==> config.mk <==
export PLATFORM = sky130hd
export DESIGN_NAME = fpu_byte_link
export DESIGN_NICKNAME = d
export VERILOG_FILES = /design/src/rtl/fpu_byte_link_pkg.sv /design/src/rtl/fpu_byte_link_sync.sv /design/src/rtl/fpu_byte_link_lat.sv /design/src/rtl/fpu_byte_link.sv
export SDC_FILE = /design/constraint.sdc
export NUM_CORES = 1
export LEC_CHECK = 0
export ABC_AREA = 1
export BUFFER_PORTS_ARGS = -buffer_cell sky130_fd_sc_hd__clkbuf_2
export CELL_PAD_IN_SITES_DETAIL_PLACEMENT = 1
export CELL_PAD_IN_SITES_GLOBAL_PLACEMENT = 2
export CORE_ASPECT_RATIO = 0.7
export CORE_UTILIZATION = 28
export DETAILED_ROUTE_END_ITERATION = 8
export HOLD_SLACK_MARGIN = 0.15
export PLACE_DENSITY = 0.72
export SLEW_MARGIN = 15
export SYNTH_ARGS = -nofsm -noshare
export SYNTH_HDL_FRONTEND = slang
export SYNTH_SLANG_ARGS = --single-unit
==> constraint.sdc <==
create_clock -name clk -period 1.9 [get_ports clk]
set_clock_uncertainty 0.1 [all_clocks]
set_input_delay 0.475 -clock clk [delete_from_list [all_inputs] [get_ports clk]]
set_output_delay 0.475 -clock clk [all_outputs]
set_load 0.005 [all_outputs]
==> src/rtl/fpu_byte_link_pkg.sv <==
package fpu_byte_link_pkg;

    localparam int BYTE_W = 8;
    localparam int WORD_W = 32;
    localparam int NB     = WORD_W / BYTE_W;          // bytes per word
    localparam int OPND_W = 2 * WORD_W;               // both operands
    localparam int IDX_W  = $clog2(2 * NB + 1);       // inbound byte index
    localparam int TXI_W  = (NB > 1) ? $clog2(NB) : 1;

    localparam logic [BYTE_W-1:0] OPC_MODE = 8'h04;
    localparam logic [BYTE_W-1:0] ERR_CODE = 8'hEE;

    typedef enum logic [2:0] {
        ST_RX_WAIT,
        ST_RX_REL,
        ST_CALC,
        ST_TX_STB,
        ST_TX_REL
    } link_st_e;

    typedef struct packed {
        link_st_e            st;
        logic [IDX_W-1:0]    idx;
        logic                ack;
        logic                stb;
        logic                start;
        logic                busy;
        logic                timed;
        logic [BYTE_W-1:0]   opc;
        logic [OPND_W-1:0]   opnd;
        logic [WORD_W-1:0]   txw;
        logic [TXI_W-1:0]    txi;
    } link_regs_t;

endpackage

==> src/rtl/fpu_byte_link_sync.sv <==
module fpu_byte_link_sync #(
    parameter int W      = 1,
    parameter int STAGES = 2
) (
    input  logic         clk,
    input  logic         rst,
    input  logic [W-1:0] d,
    output logic [W-1:0] q
);
    logic [W-1:0] chain_q [STAGES];

    generate
        for (genvar s = 0; s < STAGES; s++) begin : g_stage
            always_ff @(posedge clk) begin
                if (rst) begin
                    chain_q[s] <= '0;
                end else if (s == 0) begin
                    chain_q[s] <= d;
                end else begin
                    chain_q[s] <= chain_q[(s > 0) ? s - 1 : 0];
                end
            end
        end
    endgenerate

    assign q = chain_q[STAGES-1];
endmodule

==> src/rtl/fpu_byte_link_lat.sv <==
module fpu_byte_link_lat #(
    parameter int CNT_W = 32
) (
    input  logic             clk,
    input  logic             rst,
    input  logic             clr,
    input  logic             en,
    output logic [CNT_W-1:0] cnt
);
    logic [CNT_W-1:0] cnt_d, cnt_q;

    always_comb begin
        cnt_d = cnt_q;
        if (clr) begin
            cnt_d = '0;
        end else if (en && (cnt_q != {CNT_W{1'b1}})) begin
            cnt_d = cnt_q + 1'b1;
        end
    end

    always_ff @(posedge clk) begin
        if (rst) cnt_q <= '0;
        else     cnt_q <= cnt_d;
    end

    assign cnt = cnt_q;
endmodule

==> src/rtl/fpu_byte_link.sv <==
module fpu_byte_link
    import fpu_byte_link_pkg::*;
(
    input  logic              clk,
    input  logic              rst,
    input  logic [BYTE_W-1:0] h_data_i,
    input  logic              h_stb_i,
    output logic              c_ack_o,
    output logic [BYTE_W-1:0] c_data_o,
    output logic              c_stb_o,
    input  logic              h_ack_i,
    output logic              busy_o,
    output logic              fu_start_o,
    output logic [1:0]        fu_op_o,
    output logic [WORD_W-1:0] fu_a_o,
    output logic [WORD_W-1:0] fu_b_o,
    input  logic              fu_done_i,
    input  logic [WORD_W-1:0] fu_res_i
);
    localparam logic [IDX_W-1:0] LAST_IDX = IDX_W'(2 * NB);
    localparam logic [TXI_W-1:0] TOP_TXI  = TXI_W'(NB - 1);

    logic [1:0]        sync_in, sync_out;
    logic              stb_s, ack_s;
    logic [WORD_W-1:0] lat_cnt;
    link_regs_t        r_d, r_q;

    assign sync_in = {h_ack_i, h_stb_i};

    fpu_byte_link_sync #(.W(2), .STAGES(2)) u_sync (
        .clk (clk),
        .rst (rst),
        .d   (sync_in),
        .q   (sync_out)
    );

    assign stb_s = sync_out[0];
    assign ack_s = sync_out[1];

    fpu_byte_link_lat #(.CNT_W(WORD_W)) u_lat (
        .clk (clk),
        .rst (rst),
        .clr (r_q.st != ST_CALC),
        .en  (r_q.st == ST_CALC),
        .cnt (lat_cnt)
    );

    always_comb begin
        r_d       = r_q;
        r_d.start = 1'b0;
        unique case (r_q.st)
            ST_RX_WAIT: begin
                if (stb_s) begin
                    r_d.ack = 1'b1;
                    r_d.st  = ST_RX_REL;
                    if (r_q.idx == '0) begin
                        r_d.opc  = h_data_i;
                        r_d.busy = 1'b1;
                    end else begin
                        r_d.opnd = {r_q.opnd[OPND_W-BYTE_W-1:0], h_data_i};
                    end
                end
            end
            ST_RX_REL: begin
                if (!stb_s) begin
                    r_d.ack = 1'b0;
                    if (r_q.idx == '0) begin
                        if (r_q.opc < OPC_MODE) begin
                            r_d.idx = IDX_W'(1);
                            r_d.st  = ST_RX_WAIT;
                        end else if (r_q.opc == OPC_MODE) begin
                            r_d.timed = !r_q.timed;
                            r_d.busy  = 1'b0;
                            r_d.st    = ST_RX_WAIT;
                        end else begin
                            r_d.txw = {{(WORD_W-BYTE_W){1'b0}}, ERR_CODE};
                            r_d.txi = '0;
                            r_d.stb = 1'b1;
                            r_d.st  = ST_TX_STB;
                        end
                    end else if (r_q.idx == LAST_IDX) begin
                        r_d.idx   = '0;
                        r_d.start = 1'b1;
                        r_d.st    = ST_CALC;
                    end else begin
                        r_d.idx = r_q.idx + 1'b1;
                        r_d.st  = ST_RX_WAIT;
                    end
                end
            end
            ST_CALC: begin
                if (fu_done_i) begin
                    r_d.txw = r_q.timed ? lat_cnt : fu_res_i;
                    r_d.txi = TOP_TXI;
                    r_d.stb = 1'b1;
                    r_d.st  = ST_TX_STB;
                end
            end
            ST_TX_STB: begin
                if (ack_s) begin
                    r_d.stb = 1'b0;
                    r_d.st  = ST_TX_REL;
                end
            end
            ST_TX_REL: begin
                if (!ack_s) begin
                    if (r_q.txi == '0) begin
                        r_d.busy = 1'b0;
                        r_d.st   = ST_RX_WAIT;
                    end else begin
                        r_d.txi = r_q.txi - 1'b1;
                        r_d.stb = 1'b1;
                        r_d.st  = ST_TX_STB;
                    end
                end
            end
            default: r_d.st = ST_RX_WAIT;
        endcase
    end

    always_ff @(posedge clk) begin
        if (rst) begin
            r_q       <= '0;
            r_q.st    <= ST_RX_WAIT;
        end else begin
            r_q <= r_d;
        end
    end

    assign c_ack_o    = r_q.ack;
    assign c_stb_o    = r_q.stb;
    assign c_data_o   = r_q.txw[r_q.txi*BYTE_W +: BYTE_W];
    assign busy_o     = r_q.busy;
    assign fu_start_o = r_q.start;
    assign fu_op_o    = r_q.opc[1:0];
    assign fu_a_o     = r_q.opnd[OPND_W-1:WORD_W];
    assign fu_b_o     = r_q.opnd[WORD_W-1:0];
endmodule

# Yosys cells after proc, flatten, opt, wreduce, memory -nomap -nowiden
# Memory sizes are Yosys's and may differ from the RTL's.
# Index checks and enable logic that the tools add are counted.
# classes
addsub,3
order_cmp,1
n_eq_ne,21
shifts,1
mux,47
bitwise_logic,6
reduce_logical,22
# op_table
cell,count
34-bit two-way mux,5
32-bit one-hot mux with 2 select lines,1
32-bit by 1-bit adder with 32-bit output (second input constant),1
32-bit two-way mux,1
32-bit != test (second input constant),1
32-bit by 6-bit variable part select with 8-bit output,1
2-bit != test (second input constant),12
2-bit two-way mux,9
9-bit AND reduction,2
1-bit two-way mux,17
3-bit two-way mux,5
3-bit one-hot mux with 5 select lines,1
12-bit two-way mux,1
3-bit AND reduction,4
5-bit AND reduction,2
8-bit by 3-bit == test with 1-bit output (second input constant),1
8-bit by 3-bit less-than comparator with 1-bit output (second input constant),1
8-bit AND reduction,1
7-bit two-way mux,1
3-bit by 2-bit == test with 1-bit output (second input constant),2
6-bit two-way mux,1
2-bit one-hot mux with 3 select lines,1
6-bit AND reduction,1
3-bit nonzero test,2
other kinds (22),27
# totals
register_bits,150
ramBits,4
output_inout_bits,78
wordCells,114
mem_count,1
# mem_list
memory,depth,width,read_ports,rd_clocked_by_memory_dff,write_ports,line,text
u_sync.chain_q,2,2,2,0,2,fpu_byte_link_sync.sv:10,logic [W-1:0] chain_q [STAGES];

# Longest topological paths before layout
# Gate-level depths: netlist (run 1).
# logic_depth
depth_word,6
ltp_mapped,12
depth_no_buf,12

# Hierarchy
# From an unflattened synthesis (run 1), not the netlist that was laid out.
# unflattened
hier_cells,1199
hier_area_um2,7851.3
# by_module_without_submodules
module,instances,cells_each,area_each_um2
fpu_byte_link,1,868,5778.0
fpu_byte_link_lat,1,319,1963.1
fpu_byte_link_sync,1,12,110.1

# Worst setup path before layout (run 1)
# Ideal clock, no wire load.
# synth_path
path_kind,reg-to-reg
from,"reg u_lat.cnt_q[0], in the netlist u_lat.cnt[0]"
to,"reg u_lat.cnt_q[20], in the netlist u_lat.cnt[20]"
arrival_ns,1.584
slack_ns,0.092
path_stages_with_launch,12
path_buffers,1
period_less_slack_ns,1.808
path_cell_list,dfxtp_1 ha_1 inv_1 nor2_4 nand2_4 nor2_8 nand2_4 nand2_4 inv_2 buf_2 nand2_1 a21oi_2
# synth_between
elab_chain_cells,2
elab_cells_between_ends,3
cone_classes,1 x add/sub; 1 x eq/ne; 1 x reduce/logical
# synth_lines
element,line,text
start: declaration,fpu_byte_link_lat.sv:10,"logic [CNT_W-1:0] cnt_d, cnt_q;"
start signal: assignment,fpu_byte_link_lat.sv:23,else cnt_q <= cnt_d;
"parallel branches: the longest is 2 deep, another holds 32-bit by 1-bit adder with 32-bit output",-,
# Several ways; the timed one is not identified.
# A chain may end at the register's enable or synchronous reset.

# Worst setup path after layout (run 1)
# layout_path
from,reg r_q[0] (netlist bit)
to,out c_data_o[4]
# layout_between
elab_chain_cells,1
# layout_lines
element,line,text
start: declaration,fpu_byte_link.sv:26,"link_regs_t r_d, r_q;"
start signal: assignment,fpu_byte_link.sv:126,r_q <= r_d;
32-bit by 6-bit variable part select with 8-bit output,fpu_byte_link.sv:132,assign c_data_o = r_q.txw[r_q.txi*BYTE_W +: BYTE_W];
end: declaration,fpu_byte_link.sv:9,"output logic [BYTE_W-1:0] c_data_o,"
# Every way passes these cells.

==> results list, run 1 <==
- Most used DFF post-synth: dfxtp_1
- After layout, the design draws a total of 0.00910 W.
* GPL Wtd Cong: 0.838
* Met3 Usage GRT: 3.47%
- Share of synthesized flip-flops with an asynchronous set or reset: 0%
- Summing the areas of all fa, ha and maj instances in the mapped netlist gives 0.633% of the synthesized area.
* Highest net fanout along the worst path: 6
- Total clock buffers created by CTS: 17
- Share of synthesized area spent on multiplexers: 0%
* Synth Area in XOR/XNOR: 1.55%
- Compared with the post-synthesis result, the final layout area differs by 25.6%.
* Final cell count without fillers: 1674
- Count of buffers inserted at the top-level ports: 122
- The clock tree synthesis step divided the H-tree into 4 levels.
* Flops & latches, synth: 154
* Number of hold-slack violations in the final timing report: 0
* Synthesized instance count: 1173
- The global routing stage identified its most utilized layer as met1.
- Share of synthesized cell area in and, or, nand and nor gates: 23.9%
- In this run, distinct cell masters in the synthesized netlist total 33.
- Reg clk slew, reported paths: 0.06 ns
* Fill cells: 3530
* Die height: 143 um
* Worst slew slack as a fraction of its limit: 75.1%
- In the global route stage, overall resource usage came out at 19.4%.
* Initial antenna violation count: 0
- In this run the static leakage power is 4.07 nW.
* Ratio of total power to cell area: 916 nW/um^2
- After the first detailed-routing iteration, the DRC count stood at 423.
* DR vias: 7735
- Drt wl/cell: 16.9 um
- The number of global-route vias before repair came to 7517.
- The first global-routing pass estimated 42.9 mm of wire.
* Run status: complete, but fails checks
* Worst setup slack after layout: -0.135 ns
* Count of yosys warnings during synthesis: 0
- Unrepaired setup endpoints after global routing: true
- Nets in the synthesized netlist: 1222
- On the final layout, the worst hold slack is 0.214 ns.
- Met2 demand-to-capacity share in global routing: 26.2%
- For the pin with the worst max-slew slack, the measured transition is 0.369 ns.
* Final-report setup violation count: 8
- Maximum buffer depth of the clock tree: 2
* Worst min-delay path category: input pin to flop
- At the end of the flow, the number of nets in the layout was 1339.
- Largest net degree at the start of global routing: 47
- Yosys instantiated no cell more often than nand2_1.
* Synthesized-area fraction occupied by ao, oa, aoi and oai cells: 19.5%
- Failing checks: negative setup slack
- After detailed routing, the total wire length is 28.2 mm.
- Post-synthesis instance area: 7910 um^2
- Subtracting the final worst setup slack from the clock period gives 2.03 ns.
- DRC violations left: 0
- Once detail routing completed, the nets flagged for antenna violations numbered 0.
- Across the VDD grid, the largest voltage drop is 0.568 mV.
* Final Max Tran Viols: 0
* Most area-hungry cell type in the Yosys netlist: dfxtp_1
* DRT Pass-1 Iters: 5
- Sequential elements use 39.0% of the synthesized area.
* Floorplan core area: 27800 um^2
* HPWL Detailed: 20.4 mm
- Instance count after placement with tap cells included: 1620
- Counting cells, the worst reg-to-reg path comes to 12.
- By count the netlist is led by nand2_1 (255), dfxtp_1 (154), a21oi_1 (152), nor2_1 (133), o21ai_0 (123).
- Fmax: 0.491 GHz
- In this run, synthesis inferred 0 flip-flops with an integrated enable.
* Yosys top cell area share: 39.0%
- Root buf cell: clkbuf_16
- Setup total negative slack on the finished layout was measured at -0.736 ns.
- Ratio of final minimum period to clock period: 107%
- Clock insertion delay at the later pin of the skew report: 0.43 ns
- The setup check on the worst reg-to-reg path leaves a slack of 0.07 ns.
- Antenna diode instance count: 0
- Critical register-to-register path endpoint: r_q[20]
* I/O pin count: 123
* Critical setup path kind: flop to output port
* Utilization of the core after routing: 35.8%
- Fraction of layout cells with a size suffix above 1: 24.9%
- CTS tree: yes
- The tool flagged a number of max-cap violations equal to 0.
- The critical path ends at c_data_o[4].
- Using the TritonRoute via totals, the vias-per-cell ratio works out to 4.62.
- Die outline area: 28900 um^2
- After synthesis, the cell types taking the most area are dfxtp_1 (39%), nand2_1 (12%), a21oi_1 (9.6%).
- The total overflow left after global routing is 0.
* Post-Synthesis Mean Instance Area: 6.75 um^2
- For this design, the sink count on the clock tree is 154.
- In this run the critical register-to-register path is launched from r_q[111].
- Met1 demand-to-capacity share in global routing: 30.7%
- The worst setup path is launched from a flop.
- Worst setup path startpoint: r_q[0]
- Worst endpoint data arrival time: 1.46 ns
* Data required time of the worst path: 1.32 ns
* Die X-Extent: 203 um
* Nature of the critical path endpoint: output port
- For this configuration, the core starts out at a cell density of 28.5%.
* Main combinational cell family by area after synthesis: simple AND/OR/NAND/NOR gates
- Number of core rows: 51
-- routing by layer --
metal / wire length, um / up-vias
met2: 11300 / 119
met1: 15700 / 3668
li1: - / 3930
met5: 0 / -
met4: 246 / 0
met3: 1000 / 18
-- logic make-up (layout without fill, tap and decap cells) --
logic type / Yosys count / in the layout
DFF: 154 / 154
and+or+nand+nor: 460 / 461
buffers and inverters: 244 / 373
adders and majority gates: 4 / 4
xor gates and xnor gates: 14 / 14
AOI/OAI and AO/OA: 297 / 297
-- flip-flops by register name, summed over array words and instances (netlist names) --
signal	cells
busy_o	1
c_ack_o	1
c_stb_o	1
fu_a_o	32
fu_b_o	32
fu_op_o	2
fu_start_o	1
r_q	48
u_lat.cnt	32
u_sync.chain_q	4
-- where the power goes --
part	switching, W	leakage (nW)	internal (W)
combinational	0.00121	2.56	0.000929
sequential	0.000216	1.25	0.00352
clock	0.00151	0.261	0.00172
-- how the worst min path moves through the flow --
stage / start / endpoint / slack [ns] / cells past startpoint
final: h_data_i[7] / r_q[105] / 0.21 / 3
after global routing: h_data_i[0] / fu_op_o[0] / 0.24 / 3
after CTS: h_data_i[7] / r_q[105] / 0.19 / 3
after detailed placement: u_sync.chain_q[0][0] / u_sync.chain_q[1][0] / 0.30 / 2
after global placement: u_sync.chain_q[0][0] / u_sync.chain_q[1][0] / 0.30 / 2
after floorplan: u_sync.chain_q[0][0] / u_sync.chain_q[1][0] / 0.29 / 2
-- through the flow --
| stage | area (um^2) | setup WS [ns] |
|---|---|---|
| floorplan | 7910 | 0.0922 |
| global placement | 8950 | 0.0293 |
| detailed placement | 8950 | -0.0437 |
| CTS | 9620 | -0.145 |
| global route | 9940 | -0.197 |
| finish | 9940 | -0.135 |
-- cells in the final DEF, fill, tap and decap left out, types with 3 or more instances in the layout --
| cell type | netlist | layout |
|---|---|---|
| o22ai_2 | 0 | 3 |
| clkbuf_2 | 0 | 120 |
| dfxtp_1 | 154 | 150 |
| xor2_1 | 10 | 10 |
| nand2_2 | 13 | 16 |
| nand4_1 | 4 | 4 |
| buf_4 | 68 | 67 |
| ha_1 | 4 | 3 |
| dfxtp_2 | 0 | 3 |
| buf_6 | 2 | 5 |
| nor2_4 | 1 | 6 |
| o21ai_1 | 1 | 9 |
| inv_1 | 119 | 111 |
| inv_2 | 4 | 9 |
| buf_12 | 1 | 13 |
| clkinv_4 | 0 | 4 |
| nor2_1 | 133 | 124 |
| a21oi_2 | 10 | 10 |
| buf_2 | 9 | 4 |
| nand3_1 | 40 | 37 |
| o21ai_2 | 0 | 5 |
| a21oi_1 | 152 | 152 |
| nand3_2 | 1 | 3 |
| inv_6 | 0 | 4 |
| nor2_2 | 5 | 9 |
| o22ai_1 | 8 | 5 |
| clkinv_2 | 0 | 4 |
| clkbuf_16 | 0 | 22 |
| o21ai_0 | 123 | 110 |
| nand2_1 | 255 | 251 |
| nand2_4 | 3 | 3 |
| xnor2_1 | 4 | 4 |
-- layout make-up --
type / count / area, um^2 / share of cell area, %
flip-flops and latches: 154 / 3090 / 31.1
repair buffers: 217 / 1600 / 16.1
clock inverters: 12 / 91.3 / 0.919
multi-input cells: 776 / 3770 / 37.9
inverters: 124 / 477 / 4.80
well taps: 371 / 464 / 4.67
clock buffers: 20 / 447 / 4.50
-- worst max-delay path: stages, from the launching register on --
cell,delay (ns)
dfxtp_4,0.38
inv_4,0.04
buf_6,0.13
buf_8,0.13
o21ai_2,0.13
o22ai_2,0.08
buf_2,0.14
-- what timing repair did --
action | in CTS | in global routing
gates cloned | 3 | 5
setup buffers | 7 | 5
gates resized for setup | 21 | 52
setup endpoints to repair | 38 | 125
hold buffers | 2 | 0
pin swaps | 4 | 10
endpoints found under the hold margin | 2 | 0
(Power assumes the default switching activity.)
==> inputs of run 2 (changes only) <==
Settings changed: CELL_PAD_IN_SITES_DETAIL_PLACEMENT 1 to unset, CELL_PAD_IN_SITES_GLOBAL_PLACEMENT 2 to unset, CORE_UTILIZATION 28 to 40, PLACE_DENSITY 0.72 to 0.58.
==> run 2 against run 1 <==
Compared with the run above:
- the run still ends with negative setup slack left
- worst setup slack improved by 0.055 ns
- via count fell by 3.4%
- global-route usage rose by 3.8 points
- cell count fell by 7.9%
- maximum frequency rose by 2.8%
- sequential share of layout area rose by 0.96 points
- sequential cell count did not move
- die area fell by 30%
- first-iteration DRC count rose by 67%
- critical path depth fell by 1
==> results list, run 2 (same netlist as run 1, synthesis figures left out) <==
* Number of global-route vias before repair: 6797 (-9.6%)
* Pre-CTS setup slack: 0.0554 ns (+0.0991 ns)
* Number of hold-slack violations in the final timing report: 0 (unchanged)
- The clock sink count came to 154 (unchanged).
- Time the final worst path needs with I/O delays and setup: 1.98 ns (-0.0550 ns)
- Slowest Stage Delay on Critical Path: 0.38 ns (about the same)
- The slew at the pin with the worst max-slew slack was 0.479 ns (+0.110 ns).
- The count of vias placed by the detailed router is 7473 (-3.4%).
* Critical Path Slowest Stage Cell: dfxtp_4
* Commonest cells after routing, fill and taps aside: nand2_1 (252), dfxtp_1 (151), a21oi_1 (150)
- The worst-case clock buffer depth is 2 (unchanged).
- Failing checks: negative setup slack
- The largest vdd supply drop came to 0.657 mV (+16%).
- Ratio of total power to cell area: 949 nW/um^2 (+3.6%)
- The number of antenna-violating nets in the routed design came to 0 (unchanged).
- Reg clk slew, reported paths: 0.07 ns (about the same)
* Final hold slack: 0.225 ns (+0.0108 ns)
* Initial standard-cell utilization of the core: 41.4% (+13 points)
- Final Max Tran Viols: 0 (unchanged)
- The count of buffers from port buffering is 122 (unchanged).
- Ratio of final minimum period to clock period: 104% (-2.9 points)
- The worst setup path is launched from a flop.
* I/O pin count: 123 (unchanged)
- The critical path is of the flop to output port type.
- The core occupancy in the finished layout came to 50.4% (+15 points).
* Most common library cell in the layout ignoring fill and taps: nand2_1
* Total number of H-tree levels: 4 (unchanged)
- The number of iterations in the first detailed-routing pass is 5 (unchanged).
- The CTS buffer count came to 17 (unchanged).
* Worst min-delay path category: input pin to flop
* Leftover overflow at the end of global routing: 0 (unchanged)
- Fraction of layout cells with a size suffix above 1: 23.9% (-0.98 points)
- The worst setup path is captured at an output port.
- Synth-to-layout area growth: 21.7%
- Number of max-capacitance violations reported: 0 (unchanged)
* Die outline area: 20400 um^2 (-30%)
- Instance count after placement with tap cells included: 1499 (-7.5%)
- Post-Route WL: 22.8 mm (-19%)
* Drt wl/cell: 14.8 um (-12%)
- Counting flops per register, the top entry is r_q.
* Tot GR Track Use: 23.2% (+3.8 points)
- The filler-free cell count of the finished design came to 1541 (-7.9%).
- The final-stage net count is 1313 (-1.9%).
- Global-route wire length before repair: 36.3 mm (-15%)
- The count of filler cells inserted in the layout was 1995 (-43%).
- The average vias per placed instance is 4.85 (+5.0%).
- The remaining max-slew budget at the tightest pin was 67.7% (-7.4 points).
- Flip-flop count of the largest register, all copies and words added: 48 (unchanged)
- GPL Wtd Cong: 0.891 (+6.4%)
- Root buf cell: clkbuf_16
- Data required time of the worst path: 1.32 ns (about the same)
- The die height was 120 um (-16%).
- The number of inserted diodes was 0 (unchanged).
- Initial antenna violation count: 0 (unchanged)
* Starting DRC count in detailed routing: 706 (+67%)
* Leakage: 3.97 nW (-2.6%)
- Setup repair after global routing could not meet its margin everywhere.
- The signal on the critical path passes through inv_6 > buf_12 > nor2_2 > o22ai_2 > buf_2.
- The floorplan row count was 42 (-18%).
* CTS tree: yes
- Floorplan core area: 19100 um^2 (-31%)
* HPWL Detailed: 16.5 mm (-19%)
* Fmax: 0.505 GHz (+2.8%)
* Die X-Extent: 170 um (-16%)
* Run status: complete, but fails checks
* Largest net degree at the start of global routing: 81 (+72%)
- The worst-skew pair later-pin latency came to 0.44 ns (about the same).
- The setup slack of the critical path after layout came to -0.0796 ns (+0.0550 ns).
- DRC violations left: 0 (unchanged)
- The setup violation total in the final timing report is 8 (unchanged).
- Worst endpoint data arrival time: 1.40 ns (-0.06 ns)
* Highest net fanout along the worst path: 8 (+2)
## run 2: layer usage
| metal | up-vias | share of wire (%) | GRT usage (%) |
|---|---|---|---|
| li1 | 3867 | - | - |
| met1 | 3359 | 53 | 36.5 |
| met2 | 224 | 38 | 30.0 |
| met3 | 23 | 7.9 | 5.94 |
| met4 | 0 | 1.3 | 6.59 |
| met5 | - | 0 | 0 |
## run 2: what timing repair did
action | 4_1_cts | 5_1_grt
pin swaps | 8 | 5
hold endpoints to repair | 2 | 0
setup endpoints to repair | 8 | 85
setup buffers | 1 | 3
cloned | 2 | 2
hold buffers | 2 | 0
gates resized for setup | 39 | 45
## run 2: stage by stage
| step | TNS (ns) | cell area (um^2) | power [W] |
|---|---|---|---|
| after global routing | -0.942 | 9630 | 0.00964 |
| after detailed placement | 0 | 8690 | 0.00541 |
| final | -0.451 | 9630 | 0.00914 |
| after global placement | 0 | 8690 | 0.00540 |
| after CTS | -0.491 | 9440 | 0.00901 |
| after floorplan | 0 | 7910 | 0.00486 |
## run 2: path summary, 6_finish.rpt
check                        from              endpoint  slack [ns]  cells past startpoint
max                        r_q[0]           c_data_o[5]       -0.08                      5
min reg2reg  u_sync.chain_q[0][0]  u_sync.chain_q[1][0]        0.30                      2
max reg2reg          u_lat.cnt[0]         u_lat.cnt[28]        0.12                     11
min                   h_data_i[1]            fu_op_o[1]        0.22                      3
## run 2: final cells by class
type / count / area [um^2] / share of cell area, %
clock inverter: 15 / 175 / 1.82
sequential: 154 / 3090 / 32.1
inverter: 124 / 475 / 4.94
clock buffer: 17 / 425 / 4.42
tap: 264 / 330 / 3.43
timing repair buffer: 192 / 1350 / 14.0
multi-input combinational: 775 / 3780 / 39.3
## run 2: power breakdown
group          total (W)  switching [W]  internal [W]  leakage, nW
Sequential       0.00375       0.000226       0.00352         1.25
Clock            0.00341        0.00164       0.00178        0.290
Combinational    0.00198        0.00112      0.000859         2.43
Total            0.00914        0.00298       0.00616         3.97
## run 2: critical path: cells and delay by family, from the launching register on
family / cells / cell delay [ns]
AND/OR/NAND/NOR: 1 / 0.04
AO/OA/AOI/OAI: 1 / 0.17
flip-flops: 1 / 0.38
buffers and inverters: 3 / 0.37
